`src/rtl/ddr_rd_pkg.sv`:
```
package ddr_rd_pkg;

  localparam logic [1:0] CMD_NOP  = 2'b00;
  localparam logic [1:0] CMD_READ = 2'b01;

  // Upper command bit marks any interrupting command.
  function automatic logic is_interrupt(input logic [1:0] c);
    return c[1];
  endfunction

  // Transfers per burst for a length code; the spare code means eight.
  function automatic int unsigned burst_len(input logic [1:0] code);
    case (code)
      2'd0:    return 2;
      2'd1:    return 4;
      default: return 8;
    endcase
  endfunction

  // Column of transfer t, wrapping inside the length-aligned block.
  function automatic int unsigned wrap_col(input int unsigned start,
                                           input int unsigned blen,
                                           input int unsigned t);
    int unsigned msk;
    msk = blen - 1;
    return (start & ~msk) | ((start + t) & msk);
  endfunction

  // Content of the array model at one column, before width truncation.
  function automatic logic [31:0] cell_word(input int unsigned c);
    return (c * 37 + 11) ^ (c >> 3);
  endfunction

endpackage

```
`src/rtl/ddr_rd_phase.sv`:
```
module ddr_rd_phase (
  input  logic clk,
  input  logic rst,
  output logic ph,
  output logic mem_edge
);
  // ph is 1 in the first half of a memory cycle, 0 in the second.
  always_ff @(posedge clk) begin
    if (rst) ph <= 1'b0;
    else     ph <= ~ph;
  end

  // The fast edge that follows a second half starts a memory cycle.
  assign mem_edge = ~ph;

  // the phase alternates on every fast edge once reset is gone.
  a_r12_phase_alternates: assert property (@(posedge clk) disable iff (rst)
    1'b1 |=> (ph != $past(ph)));

endmodule

```
`src/rtl/ddr_rd_array.sv`:
```
module ddr_rd_array #(
  parameter int COL_W = 10,
  parameter int DQ_W  = 8,
  parameter int PORTS = 2
) (
  input  logic [COL_W-1:0] rd_col  [PORTS],
  output logic [DQ_W-1:0]  rd_data [PORTS]
);
  import ddr_rd_pkg::*;

  // One computed read lane per half of the prefetch word.
  for (genvar p = 0; p < PORTS; p++) begin : g_lane
    assign rd_data[p] = DQ_W'(cell_word(32'(rd_col[p])));
  end

endmodule

```
`src/rtl/ddr_rd_slot_seq.sv`:
```
module ddr_rd_slot_seq #(
  parameter int COL_W = 10,
  parameter int DQ_W  = 8
) (
  input  logic             clk,
  input  logic             rst,
  input  logic             mem_edge,
  input  logic [1:0]       cmd,
  input  logic [COL_W-1:0] col_addr,
  input  logic [1:0]       bl_code,
  output logic             iss_v,
  output logic [DQ_W-1:0]  iss_lo,
  output logic [DQ_W-1:0]  iss_hi
);
  import ddr_rd_pkg::*;

  localparam int IDX_W = 2;   // up to four pairs per burst

  logic [COL_W-1:0] start_q, sel_start;
  logic [3:0]       blen_q, sel_blen;
  logic [IDX_W-1:0] nxt_q, sel_idx;
  logic             act_q;
  logic             is_rd, is_int;

  logic [COL_W-1:0] pf_col  [2];
  logic [DQ_W-1:0]  pf_data [2];

  assign is_rd  = (cmd == CMD_READ);
  assign is_int = is_interrupt(cmd);

  // Choose which burst the current slot serves and whether it releases a pair.
  always_comb begin
    sel_start = start_q;
    sel_blen  = blen_q;
    sel_idx   = nxt_q;
    iss_v     = 1'b0;
    if (mem_edge) begin
      if (is_rd) begin
        sel_start = col_addr;
        sel_blen  = 4'(burst_len(bl_code));
        sel_idx   = '0;
        iss_v     = 1'b1;
      end else if (!is_int && act_q) begin
        iss_v     = 1'b1;
      end
    end
  end

  // Prefetch: both columns of the selected pair in one access.
  assign pf_col[0] = COL_W'(wrap_col(32'(sel_start), 32'(sel_blen), 32'(sel_idx) * 2));
  assign pf_col[1] = COL_W'(wrap_col(32'(sel_start), 32'(sel_blen), 32'(sel_idx) * 2 + 1));

  ddr_rd_array #(.COL_W(COL_W), .DQ_W(DQ_W), .PORTS(2)) u_array (
    .rd_col  (pf_col),
    .rd_data (pf_data)
  );

  assign iss_lo = pf_data[0];
  assign iss_hi = pf_data[1];

  always_ff @(posedge clk) begin
    if (rst) begin
      start_q <= '0;
      blen_q  <= 4'd2;
      nxt_q   <= '0;
      act_q   <= 1'b0;
    end else if (mem_edge) begin
      if (is_rd) begin
        start_q <= col_addr;
        blen_q  <= 4'(burst_len(bl_code));
        nxt_q   <= IDX_W'(1);
        act_q   <= (burst_len(bl_code) > 2);
      end else if (is_int) begin
        act_q   <= 1'b0;
      end else if (act_q) begin
        nxt_q   <= nxt_q + IDX_W'(1);
        act_q   <= ((32'(nxt_q) + 1) * 2 < 32'(blen_q));
      end
    end
  end

  // nothing in the burst state moves at the off-phase fast edge.
  a_r1_hold_off_edge: assert property (@(posedge clk) disable iff (rst)
    !mem_edge |=> ($stable(act_q) && $stable(nxt_q) && $stable(start_q)));

  // an interrupt in a slot leaves no burst running.
  a_r6_interrupt_stops: assert property (@(posedge clk) disable iff (rst)
    (mem_edge && is_int) |=> !act_q);

  // a running burst never points past its own length.
  a_r2_index_in_burst: assert property (@(posedge clk) disable iff (rst)
    act_q |-> ((32'(nxt_q) * 2) < 32'(blen_q)));

endmodule

```
`src/rtl/ddr_rd_lat_pipe.sv`:
```
module ddr_rd_lat_pipe #(
  parameter int DQ_W = 8,
  parameter int CL   = 2
) (
  input  logic            clk,
  input  logic            rst,
  input  logic            mem_edge,
  input  logic            iss_v,
  input  logic [DQ_W-1:0] iss_lo,
  input  logic [DQ_W-1:0] iss_hi,
  output logic            cur_v,
  output logic [DQ_W-1:0] cur_lo,
  output logic [DQ_W-1:0] cur_hi,
  output logic            prv_v,
  output logic            up_v
);
  logic [CL-1:0]   stg_v;
  logic [DQ_W-1:0] stg_lo [CL];
  logic [DQ_W-1:0] stg_hi [CL];

  // One stage per memory cycle of CAS latency, shifted at each memory edge.
  for (genvar k = 0; k < CL; k++) begin : g_stage
    if (k == 0) begin : g_head
      always_ff @(posedge clk) begin
        if (rst)           stg_v[k] <= 1'b0;
        else if (mem_edge) stg_v[k] <= iss_v;
      end
      always_ff @(posedge clk) begin
        if (mem_edge) begin
          stg_lo[k] <= iss_lo;
          stg_hi[k] <= iss_hi;
        end
      end
    end else begin : g_tail
      always_ff @(posedge clk) begin
        if (rst)           stg_v[k] <= 1'b0;
        else if (mem_edge) stg_v[k] <= stg_v[k-1];
      end
      always_ff @(posedge clk) begin
        if (mem_edge) begin
          stg_lo[k] <= stg_lo[k-1];
          stg_hi[k] <= stg_hi[k-1];
        end
      end
    end
  end

  // The last stage holds the pair for the coming memory cycle.
  assign up_v = stg_v[CL-1];

  always_ff @(posedge clk) begin
    if (rst) begin
      cur_v <= 1'b0;
      prv_v <= 1'b0;
    end else if (mem_edge) begin
      cur_v <= stg_v[CL-1];
      prv_v <= cur_v;
    end
  end

  always_ff @(posedge clk) begin
    if (mem_edge) begin
      cur_lo <= stg_lo[CL-1];
      cur_hi <= stg_hi[CL-1];
    end
  end

  // a pair announced for the next cycle is the one that gets driven.
  a_r8_announced_pair_driven: assert property (@(posedge clk) disable iff (rst)
    (mem_edge && up_v) |=> cur_v);

endmodule

```
`src/rtl/ddr_rd_pad_drive.sv`:
```
module ddr_rd_pad_drive #(
  parameter int DQ_W = 8
) (
  input  logic            clk,
  input  logic            rst,
  input  logic            ph,
  input  logic            cur_v,
  input  logic [DQ_W-1:0] cur_lo,
  input  logic [DQ_W-1:0] cur_hi,
  input  logic            prv_v,
  input  logic            up_v,
  output logic [DQ_W-1:0] dq,
  output logic            dq_oe,
  output logic            dqs,
  output logic            dqs_oe
);
  // Output phase: ph selects the transfer half; idle cycles frame the strobe.
  always_comb begin
    dq     = '0;
    dq_oe  = 1'b0;
    dqs    = 1'b0;
    dqs_oe = 1'b0;
    if (cur_v) begin
      dq_oe  = 1'b1;
      dqs_oe = 1'b1;
      dq     = ph ? cur_lo : cur_hi;
      dqs    = ph;
    end else if ((prv_v && ph) || up_v) begin
      dqs_oe = 1'b1;
    end
  end

  // the data burst begins only after a driven-low strobe.
  a_r9_preamble_before_data: assert property (@(posedge clk) disable iff (rst)
    $rose(dq_oe) |-> ($past(dqs_oe) && !$past(dqs)));

  // when data stops, the strobe stays driven low.
  a_r10_postamble_after_data: assert property (@(posedge clk) disable iff (rst)
    $fell(dq_oe) |-> (dqs_oe && !dqs));

endmodule

```
`src/rtl/ddr_read_burst_seq.sv`:
```
module ddr_read_burst_seq #(
  parameter int DQ_W    = 8,
  parameter int COL_W   = 10,
  parameter int CAS_LAT = 2
) (
  input  logic             clk,
  input  logic             rst,
  input  logic [1:0]       cmd,
  input  logic [COL_W-1:0] col_addr,
  input  logic [1:0]       bl_code,
  output logic             ck_out,
  output logic [DQ_W-1:0]  dq,
  output logic             dq_oe,
  output logic             dqs,
  output logic             dqs_oe
);
  logic            ph, mem_edge;
  logic            iss_v;
  logic [DQ_W-1:0] iss_lo, iss_hi;
  logic            cur_v, prv_v, up_v;
  logic [DQ_W-1:0] cur_lo, cur_hi;

  ddr_rd_phase u_phase (
    .clk      (clk),
    .rst      (rst),
    .ph       (ph),
    .mem_edge (mem_edge)
  );

  ddr_rd_slot_seq #(.COL_W(COL_W), .DQ_W(DQ_W)) u_seq (
    .clk      (clk),
    .rst      (rst),
    .mem_edge (mem_edge),
    .cmd      (cmd),
    .col_addr (col_addr),
    .bl_code  (bl_code),
    .iss_v    (iss_v),
    .iss_lo   (iss_lo),
    .iss_hi   (iss_hi)
  );

  ddr_rd_lat_pipe #(.DQ_W(DQ_W), .CL(CAS_LAT)) u_pipe (
    .clk      (clk),
    .rst      (rst),
    .mem_edge (mem_edge),
    .iss_v    (iss_v),
    .iss_lo   (iss_lo),
    .iss_hi   (iss_hi),
    .cur_v    (cur_v),
    .cur_lo   (cur_lo),
    .cur_hi   (cur_hi),
    .prv_v    (prv_v),
    .up_v     (up_v)
  );

  ddr_rd_pad_drive #(.DQ_W(DQ_W)) u_pad (
    .clk      (clk),
    .rst      (rst),
    .ph       (ph),
    .cur_v    (cur_v),
    .cur_lo   (cur_lo),
    .cur_hi   (cur_hi),
    .prv_v    (prv_v),
    .up_v     (up_v),
    .dq       (dq),
    .dq_oe    (dq_oe),
    .dqs      (dqs),
    .dqs_oe   (dqs_oe)
  );

  assign ck_out = ph;

  // while data is driven the strobe follows the memory clock phase.
  a_r4_strobe_edge_aligned: assert property (@(posedge clk) disable iff (rst)
    dq_oe |-> (dqs == ck_out));

  // a released strobe means a quiet, released data bus.
  a_r11_idle_quiet: assert property (@(posedge clk) disable iff (rst)
    !dqs_oe |-> (!dq_oe && dq == '0 && !dqs));

endmodule

```
`config.mk`:
```
export PLATFORM = sky130hd
export DESIGN_NAME = ddr_read_burst_seq
export DESIGN_NICKNAME = d
export VERILOG_FILES = /design/src/rtl/ddr_rd_pkg.sv /design/src/rtl/ddr_rd_phase.sv /design/src/rtl/ddr_rd_array.sv /design/src/rtl/ddr_rd_slot_seq.sv /design/src/rtl/ddr_rd_lat_pipe.sv /design/src/rtl/ddr_rd_pad_drive.sv /design/src/rtl/ddr_read_burst_seq.sv
export SDC_FILE = /design/constraint.sdc
export NUM_CORES = 1
export LEC_CHECK = 0
export ABC_CLOCK_PERIOD_IN_PS = 7240
export BUFFER_PORTS_ARGS = -buffer_cell sky130_fd_sc_hd__buf_2
export CORE_UTILIZATION = 50
export DETAILED_ROUTE_END_ITERATION = 10
export PLACE_DENSITY = 0.71
export SLEW_MARGIN = 20
export SYNTH_ARGS = -nofsm -noshare
export SYNTH_HDL_FRONTEND = slang
export SYNTH_SLANG_ARGS = --single-unit
```
`constraint.sdc`:
```
create_clock -name clk -period 7.24 [get_ports clk]
set_clock_uncertainty 0.05 [all_clocks]
set_input_delay 2.172 -clock clk [delete_from_list [all_inputs] [get_ports clk]]
set_output_delay 2.172 -clock clk [all_outputs]
set_load 0.02 [all_outputs]
```
=== Word level (Yosys, flattened, before mapping) ===
Memory sizes are Yosys's and may differ from the RTL's. A register that Yosys moved wholly into a read port is not among the register bits.
Index checks and enable logic that the tools add are counted.

* Output and inout bits: 12
* Memory bits (writable): 32
* Logic and storage cells: 69
* Memories kept: 2
* Bits of input ports: 16
* Register bits: 22

{| class="wikitable"
|+ Memory list
! memory !! words !! bits a word !! read ports !! clocked after Yosys merged registers in !! write ports !! RTL line !! text
|-
| u_pipe.stg_hi || 2 || 8 || 2 || 1 || 2 || ddr_rd_lat_pipe.sv:19 || <nowiki>logic [DQ_W-1:0] stg_hi [CL];</nowiki>
|-
| u_pipe.stg_lo || 2 || 8 || 2 || 1 || 2 || ddr_rd_lat_pipe.sv:18 || <nowiki>logic [DQ_W-1:0] stg_lo [CL];</nowiki>
|}

* Add/sub/neg operators: 8
* Order comparisons: 2
* Equal/unequal tests: 3
* $mul: 2
* Bitwise logic cells: 9
* Mux-type cells: 25
* Reductions and logical operators: 9

{| class="wikitable"
|+ Operator list
! kind !! count
|-
| two-way mux 32 bit || 3
|-
| > comparator 32 x 2 -> 1 bit (second input constant) || 1
|-
| less-than comparator 32 x 4 -> 1 bit || 1
|-
| bitwise AND 10 bit || 3
|-
| multiplier 10 x 6 -> 8 bit (second input constant) || 2
|-
| two-way mux 10 bit || 2
|-
| bitwise OR 10 bit || 2
|-
| adder 8 x 4 -> 8 bit (second input constant) || 2
|-
| two-way mux 8 bit || 2
|-
| XOR 8 x 7 -> 8 bit || 2
|-
| adder 10 bit || 1
|-
| adder 10 x 3 -> 10 bit || 1
|-
| two-way mux 1 bit || 10
|-
| two-way mux 2 bit || 5
|-
| inverter 10 bit || 1
|-
| two-way mux 4 bit || 2
|-
| case mux 4 bit (2 select lines) || 1
|-
| subtractor 4 x 1 -> 5 bit (second input constant) || 1
|-
| adder 3 x 1 -> 4 bit (second input constant) || 1
|-
| equality test 2 x 1 -> 1 bit (second input constant) || 2
|-
| adder 2 x 1 -> 3 bit (second input constant) || 1
|-
| zero test 1 bit || 3
|-
| AND reduction 3 bit || 1
|-
| adder 2 x 1 -> 2 bit (second input constant) || 1
|-
| other kinds (6) || 7
|}

=== Depth between registers and ports, before layout ===
Gate-level depths: netlist of the first run.

* Depth in word-level cells: 11
* Depth in mapped cells: 24
* Depth with buffers taken out: 21

=== Cells and area by module ===
From an unflattened synthesis of the first run, not the netlist that was laid out.

* Cell total of the unflattened synthesis: 375
* Area, all modules: 4251.6 sq um

{| class="wikitable"
|+ Modules (own cells, without submodules)
! module !! cells each !! area an instance (sq um) !! sequential area each (sq um) !! instances
|-
| ddr_rd_lat_pipe || 61 || 1581.5 || 1521.5 || 1
|-
| ddr_rd_slot_seq || 183 || 1481.4 || 340.3 || 1
|-
| ddr_rd_array || 108 || 996.0 || 0.0 || 1
|-
| ddr_rd_pad_drive || 20 || 165.2 || 0.0 || 1
|-
| ddr_rd_phase || 3 || 27.5 || 20.0 || 1
|}

=== Worst setup path before layout of the first run ===
OpenSTA, ideal clock, no wires.

* Path kind: in2reg
* Start point: in cmd[1]
* End point: mem u_pipe.stg_hi[0][7] (data pin)
* Setup time: 260 ps
* Cell stages on the path: 23
* Path slack: 95 ps
* Data arrival time: 6835 ps
* Buffers on the path: 2
* Cells stage by stage: or3b_1 -> buf_2 -> buf_1 -> nand2_1 -> nand2_1 -> fa_1 -> maj3_1 -> nand3_1 -> nand2_1 -> and2_1 -> xnor2_1 -> ha_1 -> ha_1 -> inv_1 -> fa_1 -> inv_1 -> ha_1 -> ha_1 -> a21oi_1 -> o21ai_0 -> xnor2_1 -> xnor2_1 -> xnor2_1

{| class="wikitable"
|+ RTL lines
! what !! RTL line !! text
|-
| start, declared || ddr_read_burst_seq.sv:8 || <nowiki>input logic [1:0] cmd,</nowiki>
|-
| end, declared || ddr_rd_lat_pipe.sv:19 ||
|}

==> flow_summary_export.csv, run 1 <==
group,metric,value,unit
cells_and_area,finalNetCount,461,
cells_and_area,register_area,0.00188,mm^2
synth,synth.net_count,422,
synth,synth-edff-count,48,
clock_tree,clk_latency,0.33,ns
global_route,overflow,0,
drt,via_per_inst,5.18,
drt,drcViolationCount,0,
worst_setup_path,critPathSlowestCell,"fa_1",
power,ir_drop,116,uV
worst_setup_path,critPathRequiredTime,7.28,ns
cells_and_area,multi_input_area,0.00212,mm^2
clock_tree,cts_buffers,9,
synth,ys_types,49,
synth,yosysTopAreaCell,"edfxtp_1",
global_route,grt_pass1_wl,12400,um
worst_hold_path,hold_start,"u_pipe.stg_lo[0][2]",
global_route,grt_pass1_vias,2547,
worst_setup_path,crit_path_cell_trace,"buf_2 -> or3b_1 -> nand2_1 -> nand2_1 -> fa_1 -> maj3_1 -> nand3_1 -> nand2_1 -> and2_1 -> xnor2_1 -> ha_1 -> ha_1 -> inv_1 -> fa_1 -> inv_1 -> ha_1 -> ha_1 -> a21oi_1 -> o21ai_0 -> xnor2_1 -> xnor2_1 -> xnor2_1",
floorplanning,die-area,0.00865,mm^2
synth,synth_area_per_cell,11.6,um^2
worst_setup_path,startpoint,"cmd[1]",
synth,synth_area_leaders,"edfxtp_1 (35%), ha_1 (14%), dfxtp_1 (11%)",
drt,finalWirelength,7310,um
synth,synth.most_common_cell,"edfxtp_1",
worst_setup_path,worstSetupPathType,"in2reg",
clock_tree,cts_root_buf,"clkbuf_8",
global_route,grt_usage,0.187,
worst_setup_path,cpPeakStageDelay,0.53,ns
sta,hold_viol_final,0,
sta,whs,0.360,ns
floorplanning,fp-row-count,32,
power,seq_power_share,0.485,
synth,ys_seq_area_frac,0.455,
floorplanning,die_height,93.0,um
synth,synthCells,356,
sta,max-slew-margin-rel,0.366,
cells_and_area,areaGrowthSynthToFinish,11.4,%
sta,rsz0062_at_grt,"no",
worst_setup_path,worstReg2RegStart,"u_phase.ph",
synth,synth_area,0.00414,mm^2
drt,drt_iter0_drc,109,
power,netSwitchingFraction,0.287,
drt,ant_nets,0,
floorplanning,io_pins,28,
placed_design,numPortBuffers,27,
drt,met1Wirelength,3590,um
placed_design,dp_hpwl,5700,um
worst_setup_path,critPathTopFamily,"adder cells",
synth,ys_warn_count,0,
outcome,status,"completed",
synth,synth_top_cell_area_share,0.348,
sta,final.setup.tns,0,ns
worst_setup_path,startpoint_type,"input pin",
drt,vias,2598,
drt,drtPass1Iterations,5,
sta,max_slew.worst_pin.slew,0.928,ns
worst_setup_path,cp.arrival,6.86,ns
synth,synth_seq_cells,70,
drt,routed.top_layer,"met4",
floorplanning,die_x,93.0,um
drt,routed-wl-met2,3370,um
sta,fin_crit_sh,0.942,
clock_tree,clk_path_buf_depth,2,
synth,yosys-top-cells-count,"edfxtp_1 (48), ha_1 (45), xnor2_1 (41), nand2_1 (23)",
power,p_int,0.000841,W
sta,layout_min_cycle_time,6.82,ns
worst_setup_path,worstPathMaxFanout,5,
drt,wl_met3,262,um
synth,synthFlopType,"edfxtp_1",
clock_tree,clk_pin_slew_worst_paths,0.08,ns
global_route,grt_max_degree,49,
cells_and_area,diodes,0,
sta,fmax,147,MHz
synth,async_flop_share,0,
clock_tree,clock_sinks,70,
clock_tree,ctsHoldBuffers,0,
clock_tree,cts.repair.resized,0,
power,p_leak,1.97,nW
worst_setup_path,critPathCaptureType,"flip-flop",
worst_setup_path,crit_buf_inv,3,
power,combPwrFrac,0.273,
power,cellPowerDensity,256,mW/mm^2
run,maxCapViolations,0,
global_route,antenna_found_initial,0,
clock_tree,cts_tree,"done",
sta,finalSetupViolations,0,
cells_and_area,fillers,669,
floorplanning,initial_core_util,0.528,
cells_and_area,drive_above_1_share,0.173,
sta,slew_violations,0,
power,switchingPower,0.000338,W
power,clockPowerShare,0.242,
floorplanning,core,0.00785,mm^2
drt,wl_per_cell,14.6,um
worst_hold_path,holdCritPathClass,"reg2reg",
clock_tree,postCtsSetupRepairBufs,0,
clock_tree,cts_htree_levels,3,
placed_design,gp_congestion,0.889,
[worst register-to-register path: cells and delay by family, from the launching register on]
family	cells	cell delay, ns
compound gates	2	0.23
flops	1	0.30
fa+ha+maj	7	2.56
simple gates	6	1.04
buf+inv	3	0.30
xor+xnor	4	0.70
[placed cells by master (no fill, tap or decap), types with 3 or more instances in the layout]
| master | synthesis | final |
|---|---|---|
| edfxtp_1 | 48 | 48 |
| ha_1 | 45 | 45 |
| xnor2_1 | 41 | 41 |
| buf_2 | 3 | 27 |
| nand2_1 | 23 | 23 |
| nor2_1 | 22 | 22 |
| dfxtp_1 | 22 | 22 |
| mux2i_1 | 20 | 20 |
| inv_1 | 19 | 18 |
| a21oi_1 | 16 | 16 |
| buf_4 | 0 | 12 |
| nor2b_1 | 10 | 10 |
| xor2_1 | 9 | 9 |
| clkbuf_8 | 0 | 9 |
| a31oi_1 | 7 | 7 |
| o21ai_0 | 6 | 6 |
| nor3_1 | 5 | 5 |
| fa_1 | 5 | 5 |
| nand3_1 | 3 | 3 |
| and2_1 | 3 | 3 |
| a21o_1 | 3 | 3 |
[cell families (layout without fill, tap and decap cells)]
group	count (synthesis)	after routing	share of synthesized area
buf+inv	30	74	0.0335
simple gates	85	85	0.107
xor+xnor	51	51	0.110
fa+ha+maj	52	52	0.165
mux	25	25	0.0659
compound gates	43	43	0.0647
flops	70	70	0.455
[routing by layer]
layer / GRT usage / up-vias
met2: 0.300 / 47
met4: 0.0487 / 0
li1: - / 1330
met3: 0.0439 / 10
met1: 0.256 / 1211
met5: 0 / -
[final cells by class]
| cell class | instances | area share |
|---|---|---|
| Multi-Input combinational cell | 256 | 0.460 |
| Clock inverter | 5 | 0.00733 |
| Timing Repair Buffer | 39 | 0.0488 |
| Inverter | 19 | 0.0155 |
| Tap cell | 102 | 0.0277 |
| Clock buffer | 11 | 0.0331 |
| Sequential cell | 70 | 0.408 |
[final timing paths]
| path | to | slack [ns] | cells past startpoint |
|---|---|---|---|
| max | u_pipe.stg_hi[0][7] | 0.42 | 22 |
| min | u_pipe.stg_lo[1][2] | 0.36 | 0 |
| max reg2reg | u_pipe.stg_hi[0][7] | 1.82 | 22 |
| min reg2reg | u_pipe.stg_lo[1][2] | 0.36 | 0 |
[flip-flops by register name, summed over array words and instances, names as in the netlist, 2 cells and up]
signal,count
u_pipe.stg_lo,16
u_pipe.cur_hi,8
u_seq.blen_q,4
u_seq.start_q,10
u_seq.nxt_q,2
u_pipe.stg_hi,16
u_pipe.cur_lo,8
[metrics by stage]
step                      setup slack [ns]  power [W]  cell area [um^2]   util  std cells
after floorplan                     0.0951   0.000822              4140      -        356
after global placement               0.218   0.000889              4430  0.564        486
after detailed placement            0.0920   0.000904              4430  0.564        486
after CTS                            0.455    0.00119              4610  0.588        502
after global routing                 0.145    0.00125              4610  0.588        502
final                                0.421    0.00118              4610  0.588        502
[power by group through the flow]
stage | Clock (W) | Combinational (W) | Sequential [W]
6_report | 0.000286 | 0.000322 | 0.000572
5_1_grt | 0.000313 | 0.000359 | 0.000580
4_1_cts | 0.000295 | 0.000323 | 0.000574
3_5_place_dp | 0 | 0.000321 | 0.000583
3_3_place_gp | 0 | 0.000313 | 0.000576
2_1_floorplan | 0 | 0.000251 | 0.000571
Note: power is estimated with default switching activity, not from simulation.
==> run 2, diff against run 1 <==
--- a/config.mk
+++ b/config.mk
@@ -5,11 +5,13 @@
 export SDC_FILE = /design/constraint.sdc
 export NUM_CORES = 1
 export LEC_CHECK = 0
+export ABC_AREA = 1
 export ABC_CLOCK_PERIOD_IN_PS = 7240
 export BUFFER_PORTS_ARGS = -buffer_cell sky130_fd_sc_hd__buf_2
 export CORE_UTILIZATION = 50
 export DETAILED_ROUTE_END_ITERATION = 10
-export PLACE_DENSITY = 0.71
+export HOLD_SLACK_MARGIN = 0.08
+export PLACE_DENSITY = 0.7
 export SLEW_MARGIN = 20
 export SYNTH_ARGS = -nofsm -noshare
 export SYNTH_HDL_FRONTEND = slang
==> flow_summary_export.csv, run 2 <==
group,metric,value,unit
clock_tree,cts_buffers,9,
synth,synth.net_count,509,
cells_and_area,areaGrowthSynthToFinish,10.7,%
clock_tree,ctsHoldBuffers,0,
worst_setup_path,cpPeakStageDelay,0.53,ns
worst_setup_path,worstReg2RegStart,"u_phase.ph",
worst_setup_path,cp.arrival,6.70,ns
global_route,overflow,0,
floorplanning,die_height,94.2,um
placed_design,gp_congestion,0.945,
cells_and_area,drive_above_1_share,0.173,
drt,drt_iter0_drc,114,
synth,synth_area_per_cell,9.59,um^2
worst_setup_path,cpMostUsedCell,"inv_1",
drt,drtPass1Iterations,5,
global_route,grt_max_degree,61,
sta,layout_min_cycle_time,6.66,ns
floorplanning,die_x,94.2,um
floorplanning,die-area,0.00887,mm^2
sta,hold_viol_final,0,
drt,wl_per_cell,12.7,um
worst_hold_path,hold_start,"u_pipe.stg_lo[0][6]",
synth,yosysTopAreaCell,"edfxtp_1",
worst_setup_path,critPathSlowestCell,"fa_1",
cells_and_area,final_common_cell,"nand2_1",
floorplanning,initial_core_util,0.517,
drt,vias,2917,
worst_setup_path,reg2reg_depth,29,
worst_hold_path,holdCritPathClass,"reg2reg",
synth,synth-edff-count,48,
synth,synth.most_common_cell,"nand2_1",
clock_tree,clk_pin_slew_worst_paths,0.08,ns
drt,drcViolationCount,0,
drt,finalWirelength,7450,um
worst_hold_path,holdPathEnd,"u_pipe.stg_lo[1][6]",
synth,yosys-top-cells-count,"nand2_1 (92), inv_1 (56), edfxtp_1 (48), ha_1 (45), nand3_1 (29)",
sta,finalSetupViolations,0,
worst_setup_path,critPathCaptureType,"flip-flop",
outcome,status,"completed",
worst_setup_path,startpoint_type,"input pin",
power,finalPower,0.00127,W
synth,ys_seq_area_frac,0.443,
sta,final.setup.tns,0,ns
global_route,antenna_found_initial,0,
sta,fmax,150,MHz
cells_and_area,diodes,0,
global_route,grt_usage,0.191,
run,maxCapViolations,0,
power,ir_drop,117,uV
synth,synth_area_leaders,"edfxtp_1 (34%), ha_1 (13%), dfxtp_1 (10%)",
sta,max_slew.worst_pin.slew,0.931,ns
clock_tree,cts_tree,"done",
worst_setup_path,critPathRequiredTime,7.29,ns
sta,fin_crit_sh,0.919,
synth,synth_seq_cells,70,
sta,max-slew-margin-rel,0.379,
placed_design,dp_hpwl,6020,um
synth,synth_top_cell_area_share,0.339,
sta,rsz0062_at_grt,"no",
power,p_leak,2.27,nW
clock_tree,cts_root_buf,"clkbuf_8",
floorplanning,fp-row-count,33,
cells_and_area,final_cell_mix,"nand2_1 (92), inv_1 (55), edfxtp_1 (48)",
clock_tree,cts.repair.resized,0,
global_route,grt_pass1_vias,2824,
clock_tree,postCtsSetupRepairBufs,0,
clock_tree,clk_latency,0.33,ns
synth,ys_warn_count,0,
cells_and_area,top_regs,"u_pipe.stg_hi x16, u_pipe.stg_lo x16, u_seq.start_q x10",
synth,synthCells,443,
worst_setup_path,worstPathMaxFanout,8,
worst_setup_path,worstSetupPathType,"in2reg",
clock_tree,cts_htree_levels,3,
worst_setup_path,r2r-end,"u_pipe.stg_hi[0][7]",
power,cellPowerDensity,271,mW/mm^2
worst_hold_path,holdPathStages,0,
synth,synth_area,0.00425,mm^2
cells_and_area,finalNetCount,541,
drt,ant_nets,0,
synth,async_flop_share,0,
global_route,grt_pass1_wl,12700,um
clock_tree,clk_path_buf_depth,2,
synth,synthFlopType,"edfxtp_1",
placed_design,numPortBuffers,27,
clock_tree,clock_sinks,70,
drt,via_per_inst,4.99,
worst_setup_path,worst-r2r-setup-slack,1.98,ns
synth,ys_types,41,
floorplanning,io_pins,28,
floorplanning,core,0.00822,mm^2
sta,slew_violations,0,
-- run 2: cell types whose count changed after synthesis, sizes merged, moves of 3 or more --
cell / delta
buf: -5
nor2b: -10
nand2: +82
xor2: +13
nor2: +6
a21oi: -5
a31oi: -7
inv: +44
o21ai: +6
a21o: -3
xnor2: -28
mux2i: -22
nand3: +32
-- run 2: per-layer routing --
metal	up-vias	GRT usage	wire length (um)
li1	1511	-	-
met1	1327	0.239	3360
met2	61	0.313	3610
met3	18	0.0259	205
met4	0	0.109	271
met5	-	0	0
-- run 2: area by class of cell --
class	count	area, um^2
Timing Repair Buffer	28	143
Multi-Input combinational cell	301	2080
Fill cell	693	3510
Clock inverter	4	50.0
Inverter	65	245
Tap cell	105	131
Clock buffer	12	178
Sequential cell	70	1880
-- run 2: report_power, final --
| part | switching, W | total, W | leakage (nW) | internal [W] |
|---|---|---|---|---|
| Clock | 0.000139 | 0.000340 | 0.117 | 0.000201 |
| Combinational | 0.000211 | 0.000352 | 1.49 | 0.000141 |
| Sequential | 0.0000256 | 0.000582 | 0.661 | 0.000556 |
| Total | 0.000375 | 0.00127 | 2.27 | 0.000899 |
-- run 2: how the worst max path moves through the flow --
stage	start	depth (start not counted)	to
floorplan	cmd[0]	30	u_pipe.stg_hi[0][7]
global placement	cmd[1]	30	u_pipe.stg_hi[0][7]
detailed placement	cmd[1]	30	u_pipe.stg_hi[0][7]
CTS	cmd[1]	30	u_pipe.stg_hi[0][7]
global route	cmd[1]	31	u_pipe.stg_hi[0][7]
finish	cmd[1]	30	u_pipe.stg_hi[0][7]
-- run 2: cell families (layout without fill, tap and decap cells) --
group                    Yosys count  after routing  share of synthesized area
AND/OR/NAND/NOR                  184            184                      0.209
AO/OA/AOI/OAI                     30             30                     0.0456
adder cells (fa/ha/maj)           50             50                      0.156
XOR/XNOR                          36             36                     0.0759
multiplexers                       1              1                    0.00236
buffers and inverters             72            109                     0.0683
flip-flops                        70             70                      0.443
-- run 2: metrics by stage --
stage | cells | hold slack (ns) | utilization | worst slack, ns | cell area, um^2
final | 585 | 0.364 | 0.573 | 0.585 | 4710
after global routing | 585 | 0.366 | 0.573 | 0.0985 | 4710
after CTS | 585 | 0.364 | 0.573 | 0.584 | 4710
after detailed placement | 569 | 0.355 | 0.545 | 0.263 | 4480
after global placement | 569 | 0.352 | 0.545 | 0.430 | 4480
after floorplan | 443 | 0.350 | - | 0.493 | 4250
-- run 2: worst max-delay path, delay by kind of cell --
family | cells | cell delay, ns
xor+xnor | 1 | 0.22
fa+ha+maj | 6 | 2.10
compound gates | 2 | 0.41
simple gates | 12 | 1.17
buf+inv | 9 | 0.65
